**src/rtl/hsg_pkg.sv**
```systemverilog
package hsg_pkg;
    localparam int DATA_W = 8;
    localparam int OFS_W  = 11;
    localparam int HI_W   = OFS_W - DATA_W;
    localparam int H_BIT  = 4;

    typedef struct packed {
        logic [OFS_W-1:0] beg;
        logic [OFS_W-1:0] fin;
        logic             pol_hi;
    } hs_cfg_t;

    localparam hs_cfg_t CFG_RST = '{beg: OFS_W'(2), fin: OFS_W'(0), pol_hi: 1'b0};

    typedef enum logic [1:0] {S_IDLE, S_FF, S_Z1, S_Z2} trs_state_e;
    typedef enum logic {T_UNLOCKED, T_RUN} tmr_state_e;
endpackage

```
**src/rtl/hsg_trs_detect.sv**
```systemverilog
module hsg_trs_detect
    import hsg_pkg::*;
(
    input  logic              clk,
    input  logic              rst_n,
    input  logic [DATA_W-1:0] byte_i,
    output logic              eav_o
);
    localparam logic [DATA_W-1:0] ONES  = {DATA_W{1'b1}};
    localparam logic [DATA_W-1:0] ZEROS = {DATA_W{1'b0}};

    trs_state_e state_q, state_d;

    always_comb begin
        state_d = S_IDLE;
        if (byte_i == ONES) begin
            state_d = S_FF;
        end else begin
            unique case (state_q)
                S_IDLE: state_d = S_IDLE;
                S_FF:   state_d = (byte_i == ZEROS) ? S_Z1 : S_IDLE;
                S_Z1:   state_d = (byte_i == ZEROS) ? S_Z2 : S_IDLE;
                S_Z2:   state_d = S_IDLE;
                default: state_d = S_IDLE;
            endcase
        end
    end

    always_ff @(posedge clk) begin
        if (!rst_n) state_q <= S_IDLE;
        else        state_q <= state_d;
    end

    always_comb begin
        eav_o = 1'b0;
        unique case (state_q)
            S_Z2:    eav_o = byte_i[H_BIT];
            default: eav_o = 1'b0;
        endcase
    end


    prefix_zero_chk: assert property (@(posedge clk) disable iff (!rst_n)
        (state_q == S_Z2) |-> ($past(byte_i) == ZEROS));


    prefix_ff_chk: assert property (@(posedge clk) disable iff (!rst_n)
        (state_q == S_FF) |-> ($past(byte_i) == ONES));
endmodule

```
**src/rtl/hsg_regs.sv**
```systemverilog
module hsg_regs
    import hsg_pkg::*;
(
    input  logic              clk,
    input  logic              rst_n,
    input  logic              we_i,
    input  logic [1:0]        addr_i,
    input  logic [DATA_W-1:0] wdata_i,
    input  logic              eav_i,
    output hs_cfg_t           nxt_o,
    output hs_cfg_t           cur_o
);
    localparam logic [1:0] A_HI   = 2'd0;
    localparam logic [1:0] A_BEG  = 2'd1;
    localparam logic [1:0] A_FIN  = 2'd2;
    localparam logic [1:0] A_CTRL = 2'd3;

    hs_cfg_t stg_q, cur_q;

    always_ff @(posedge clk) begin
        if (!rst_n) begin
            stg_q <= CFG_RST;
        end else if (we_i) begin
            unique case (addr_i)
                A_HI: begin
                    stg_q.beg[OFS_W-1:DATA_W] <= wdata_i[4 +: HI_W];
                    stg_q.fin[OFS_W-1:DATA_W] <= wdata_i[0 +: HI_W];
                end
                A_BEG:  stg_q.beg[DATA_W-1:0] <= wdata_i;
                A_FIN:  stg_q.fin[DATA_W-1:0] <= wdata_i;
                A_CTRL: stg_q.pol_hi          <= wdata_i[0];
                default: ;
            endcase
        end
    end

    always_ff @(posedge clk) begin
        if (!rst_n)     cur_q <= CFG_RST;
        else if (eav_i) cur_q <= stg_q;
    end

    assign nxt_o = eav_i ? stg_q : cur_q;
    assign cur_o = cur_q;


    shadow_hold_chk: assert property (@(posedge clk) disable iff (!rst_n)
        !eav_i |=> $stable(cur_q));
endmodule

```
**src/rtl/hsg_timer.sv**
```systemverilog
module hsg_timer
    import hsg_pkg::*;
#(
    parameter int CNT_W = 12
) (
    input  logic    clk,
    input  logic    rst_n,
    input  logic    eav_i,
    input  hs_cfg_t nxt_i,
    output logic    act_o
);
    localparam logic [CNT_W-1:0] CNT_MAX = {CNT_W{1'b1}};

    tmr_state_e       state_q, state_d;
    logic [CNT_W-1:0] cnt_q, cnt_d;
    logic             act_q, act_d;

    function automatic logic in_win(logic [CNT_W-1:0] c, logic [OFS_W-1:0] b,
                                    logic [OFS_W-1:0] e);
        logic [CNT_W-1:0] bw, ew;
        bw = CNT_W'(b);
        ew = CNT_W'(e);
        if (ew > bw) return (c >= bw) && (c < ew);
        else         return (c >= bw) || (c < ew);
    endfunction

    always_comb begin
        state_d = state_q;
        unique case (state_q)
            T_UNLOCKED: if (eav_i) state_d = T_RUN;
            T_RUN:      state_d = T_RUN;
            default:    state_d = T_UNLOCKED;
        endcase
    end

    always_comb begin
        cnt_d = cnt_q;
        if (eav_i)                                   cnt_d = '0;
        else if (state_q == T_RUN && cnt_q != CNT_MAX) cnt_d = cnt_q + 1'b1;
        act_d = (state_d == T_RUN) && in_win(cnt_d, nxt_i.beg, nxt_i.fin);
    end

    always_ff @(posedge clk) begin
        if (!rst_n) begin
            state_q <= T_UNLOCKED;
            cnt_q   <= '0;
            act_q   <= 1'b0;
        end else begin
            state_q <= state_d;
            cnt_q   <= cnt_d;
            act_q   <= act_d;
        end
    end

    assign act_o = act_q;


    cnt_clear_chk: assert property (@(posedge clk) disable iff (!rst_n)
        eav_i |=> (cnt_q == '0) && (state_q == T_RUN));


    cnt_step_chk: assert property (@(posedge clk) disable iff (!rst_n)
        (state_q == T_RUN && !eav_i && cnt_q != CNT_MAX) |=> (cnt_q == CNT_W'($past(cnt_q) + 1'b1)));


    cnt_sat_chk: assert property (@(posedge clk) disable iff (!rst_n)
        (cnt_q == CNT_MAX && !eav_i) |=> (cnt_q == CNT_MAX));


    unlocked_idle_chk: assert property (@(posedge clk) disable iff (!rst_n)
        (state_q == T_UNLOCKED) |-> !act_q);
endmodule

```
**src/rtl/hsync_gen.sv**
```systemverilog
module hsync_gen
    import hsg_pkg::*;
#(
    parameter int CNT_W = 12
) (
    input  logic              clk,
    input  logic              rst_n,
    input  logic [DATA_W-1:0] vid_byte,
    input  logic              cfg_we,
    input  logic [1:0]        cfg_addr,
    input  logic [DATA_W-1:0] cfg_wdata,
    output logic              hs_o
);
    logic    eav;
    logic    act;
    hs_cfg_t cfg_nxt, cfg_cur;

    hsg_trs_detect u_det (
        .clk    (clk),
        .rst_n  (rst_n),
        .byte_i (vid_byte),
        .eav_o  (eav)
    );

    hsg_regs u_regs (
        .clk     (clk),
        .rst_n   (rst_n),
        .we_i    (cfg_we),
        .addr_i  (cfg_addr),
        .wdata_i (cfg_wdata),
        .eav_i   (eav),
        .nxt_o   (cfg_nxt),
        .cur_o   (cfg_cur)
    );

    hsg_timer #(.CNT_W(CNT_W)) u_tmr (
        .clk   (clk),
        .rst_n (rst_n),
        .eav_i (eav),
        .nxt_i (cfg_nxt),
        .act_o (act)
    );

    assign hs_o = act ? cfg_cur.pol_hi : ~cfg_cur.pol_hi;


    pol_out_chk: assert property (@(posedge clk) disable iff (!rst_n)
        !act |-> (hs_o != cfg_cur.pol_hi));
endmodule

```
**config.mk**
```make
export PLATFORM = sky130hd
export DESIGN_NAME = hsync_gen
export DESIGN_NICKNAME = d
export VERILOG_FILES = /design/src/rtl/hsg_pkg.sv /design/src/rtl/hsg_trs_detect.sv /design/src/rtl/hsg_regs.sv /design/src/rtl/hsg_timer.sv /design/src/rtl/hsync_gen.sv
export SDC_FILE = /design/constraint.sdc
export NUM_CORES = 1
export LEC_CHECK = 0
export ABC_AREA = 1
export ABC_CLOCK_PERIOD_IN_PS = 4100
export BUFFER_PORTS_ARGS = -buffer_cell sky130_fd_sc_hd__buf_2
export CORE_ASPECT_RATIO = 0.75
export CORE_MARGIN = 5
export CORE_UTILIZATION = 45
export DETAILED_ROUTE_END_ITERATION = 6
export GPL_TIMING_DRIVEN = 0
export PLACE_DENSITY = 0.6
export SLEW_MARGIN = 20
export SYNTH_ARGS = -nofsm -noshare
export SYNTH_HDL_FRONTEND = slang
export SYNTH_SLANG_ARGS = --single-unit
```
**constraint.sdc**
```tcl
create_clock -name clk -period 4.1 [get_ports clk]
set_clock_uncertainty 0.15 [all_clocks]
set_input_delay 0.82 -clock clk [delete_from_list [all_inputs] [get_ports clk]]
set_output_delay 0.82 -clock clk [all_outputs]
set_load 0.05 [all_outputs]
```
==> metrics.csv <==
metric,value,unit
grtUsageMet3,0.0456,
cts_hold_buf,0,
cp_slowest_cell,or2_2,
yosysWarningCount,0,
post-cts-setup-buffers,0,
pre_cts_ws,318,ps
netlist_area,3380,um2
gp_congestion,0.869,
use_met2,0.278,
synth_edf_count,0,
synthCells,441,
io_pins,22,
h-tree-depth,3,
setup_tns,0,ps
r2r_cells,13,
postSynthAreaPerCell,7.65,um2
fin_nets,526,
worstSkewPairLatency,350,ps
drtPass1Iterations,4,
finalCritPeriodShare,0.844,
post-dp-hpwl,6470,um
synth-seq-cells,62,
hold-path-cell-count,2,
cpMostUsedCell,nand2_1,
synth_fp_nets,495,
num_vias,2897,
clk_pin_slew,70,ps
met1_usage,0.275,
async_flop_share,0,
worst_pin_slew,583,ps
maxSlewViolCount,0,
grt_overflow,0,
via_per_inst,5.01,
cts_buffers,9,
critPathMaxFanout,10,
io_buffers,20,
grt_pass1_vias,2723,
cts_buffer_depth,2,
path_cells,buf_2 > nand3_2 > inv_1 > clkbuf_1 > or2_2 > o21ai_0 > inv_1 > ha_1 > nand2_1 > o21ai_0 > nand4_1 > nand3_1 > nand2_1 > nand3b_1 > nand2_1 > a21oi_2,
slowest_delay,350,ps
p_leak,1.90,nW
grt_pass1_wl,13500,um
grt_setup_unrepaired,false,
antenna_found_initial,0,
die_area,9350,um2
cellPowerDensity,338,nW/um2
drt-initial-drc-count,190,
initial_core_util,0.460,
worst_ep_required_time,4200,ps
ys.flop_type,dfxtp_1,
track_usage,0.189,
final_hold_viol_count,0,
n_fill_cell,746,
die_y,85.0,um
drtAntennaViolNets,0,
status,"finished, final reports clean",
worst_slack,639,ps
cts_resized,0,
cp-end-kind,flop,
slew_headroom,0.611,
cts.sinks,62,
ys_types,44,
chipWidth,110,um
startpoint_type,input pin,
syn2layout_area_growth,13.5,%
min_period,3460,ps
drc_errors,0,
synth_top_cell_area_share,0.368,
synth.largest_area_cell,dfxtp_1,
core_area,7330,um2
cts_tree,built,
worst_hold_path_type,flop to flop,
clockRootBuffer,clkbuf_8,
totalWireLength,8270,um
yosysMostFrequentCell,nor2_1,
setup_violations,0,
wl_per_cell,14.3,um
busiest_layer,met2,
max_freq,0.289,GHz
antenna_cells,0,
grt_max_degree,13,
max-vdd-ir-drop,186,uV
yosys-top-cells-area,"dfxtp_1, ha_1, nor2_1",
core.rowCount,27,
worst_ep_arrival_time,3560,ps
critical_path_class,input pin to flop,
drive_above_1_share,0.151,
synthTopCellsByCount,"nor2_1, dfxtp_1, nand2_1",
max_cap_viol_count,0,
synth-seq-area-share,0.368,
[final timing paths]
| check | startpoint | to | slack [ps] |
|---|---|---|---|
| worst max-delay path | vid_byte[4] | u_tmr.act_o$_SDFF_PN0_ | 640 |
| worst min-delay path | u_regs.stg_q[13]$_SDFFE_PN1P_ | u_regs.stg_q[13]$_SDFFE_PN1P_ | 320 |
| worst max register to register | u_det.state_q[1]$_SDFF_PP0_ | u_tmr.act_o$_SDFF_PN0_ | 830 |
| worst min register to register | u_regs.stg_q[13]$_SDFFE_PN1P_ | u_regs.stg_q[13]$_SDFFE_PN1P_ | 320 |
[layout by cell type, fill, tap and decap left out, drive strengths merged, types with 2 or more instances in the layout]
| cell type | count |
|---|---|
| a211oi | 4 |
| a21o | 2 |
| a21oi | 18 |
| a31oi | 2 |
| buf | 23 |
| bufinv | 2 |
| clkbuf | 18 |
| clkinv | 2 |
| clkinvlp | 2 |
| dfxtp | 62 |
| ha | 33 |
| inv | 47 |
| mux2i | 10 |
| nand2 | 69 |
| nand3 | 9 |
| nand4 | 6 |
| nor2 | 86 |
| nor3 | 10 |
| nor4 | 10 |
| o21a | 2 |
| o21ai | 37 |
| or2 | 13 |
[area by class of cell]
class | count | area, um2 | area share
Multi-Input combinational cell | 321 | 1910 | 0.498
Sequential cell | 62 | 1240 | 0.324
Inverter | 47 | 179 | 0.0467
Clock buffer | 10 | 138 | 0.0359
Tap cell | 101 | 126 | 0.0330
Timing Repair Buffer | 20 | 100 | 0.0261
Clock inverter | 6 | 92.6 | 0.0242
Buffer | 11 | 47.5 | 0.0124
[critical path, delay by kind of cell]
family | cells | cell delay [ps]
buffers and inverters | 4 | 700
AO/OA/AOI/OAI | 3 | 510
AND/OR/NAND/NOR | 8 | 1210
adder cells (fa/ha/maj) | 1 | 310
[cell families (layout without fill, tap and decap cells)]
family                     count (synthesis)  after routing  share of synthesized area
AOI/OAI and AO/OA                         70             70                      0.120
adders and majority gates                 33             33                      0.122
muxes                                     10             10                     0.0297
and+or+nand+nor                          206            206                      0.288
buffers and inverters                     58             94                     0.0671
DFF                                       62             62                      0.368
xor gates and xnor gates                   2              2                    0.00519
[registers in the layout (all words and copies together), names as in the netlist]
register / count
u_det.state_q: 2
u_regs.cur_o: 23
u_regs.stg_q: 23
u_tmr.act_o: 1
u_tmr.cnt_q: 12
u_tmr.state_q: 1
[routing by layer]
metal | wire length (um) | vias to the layer above | share of wire
met2 | 3320 | 51 | 0.40
met5 | 0 | - | 0
met1 | 4390 | 1304 | 0.53
li1 | - | 1531 | -
met3 | 459 | 11 | 0.056
met4 | 100 | 0 | 0.012
[where the power goes]
part	total, W	switching [W]	internal [W]
Clock	0.000628	0.000265	0.000363
Sequential	0.000619	0.00000590	0.000613
Combinational	0.0000498	0.0000336	0.0000162
Total	0.00130	0.000304	0.000992
[stage by stage]
step	hold WS (ps)	instance area, um2	total power, W	instances	utilization
floorplan	278	3380	0.000656	441	-
global placement	298	3600	0.000682	562	0.491
detailed placement	309	3600	0.000683	562	0.491
CTS	327	3830	0.00131	578	0.523
global route	343	3830	0.00135	578	0.523
finish	324	3830	0.00130	578	0.523
(Power assumes the default switching activity.)
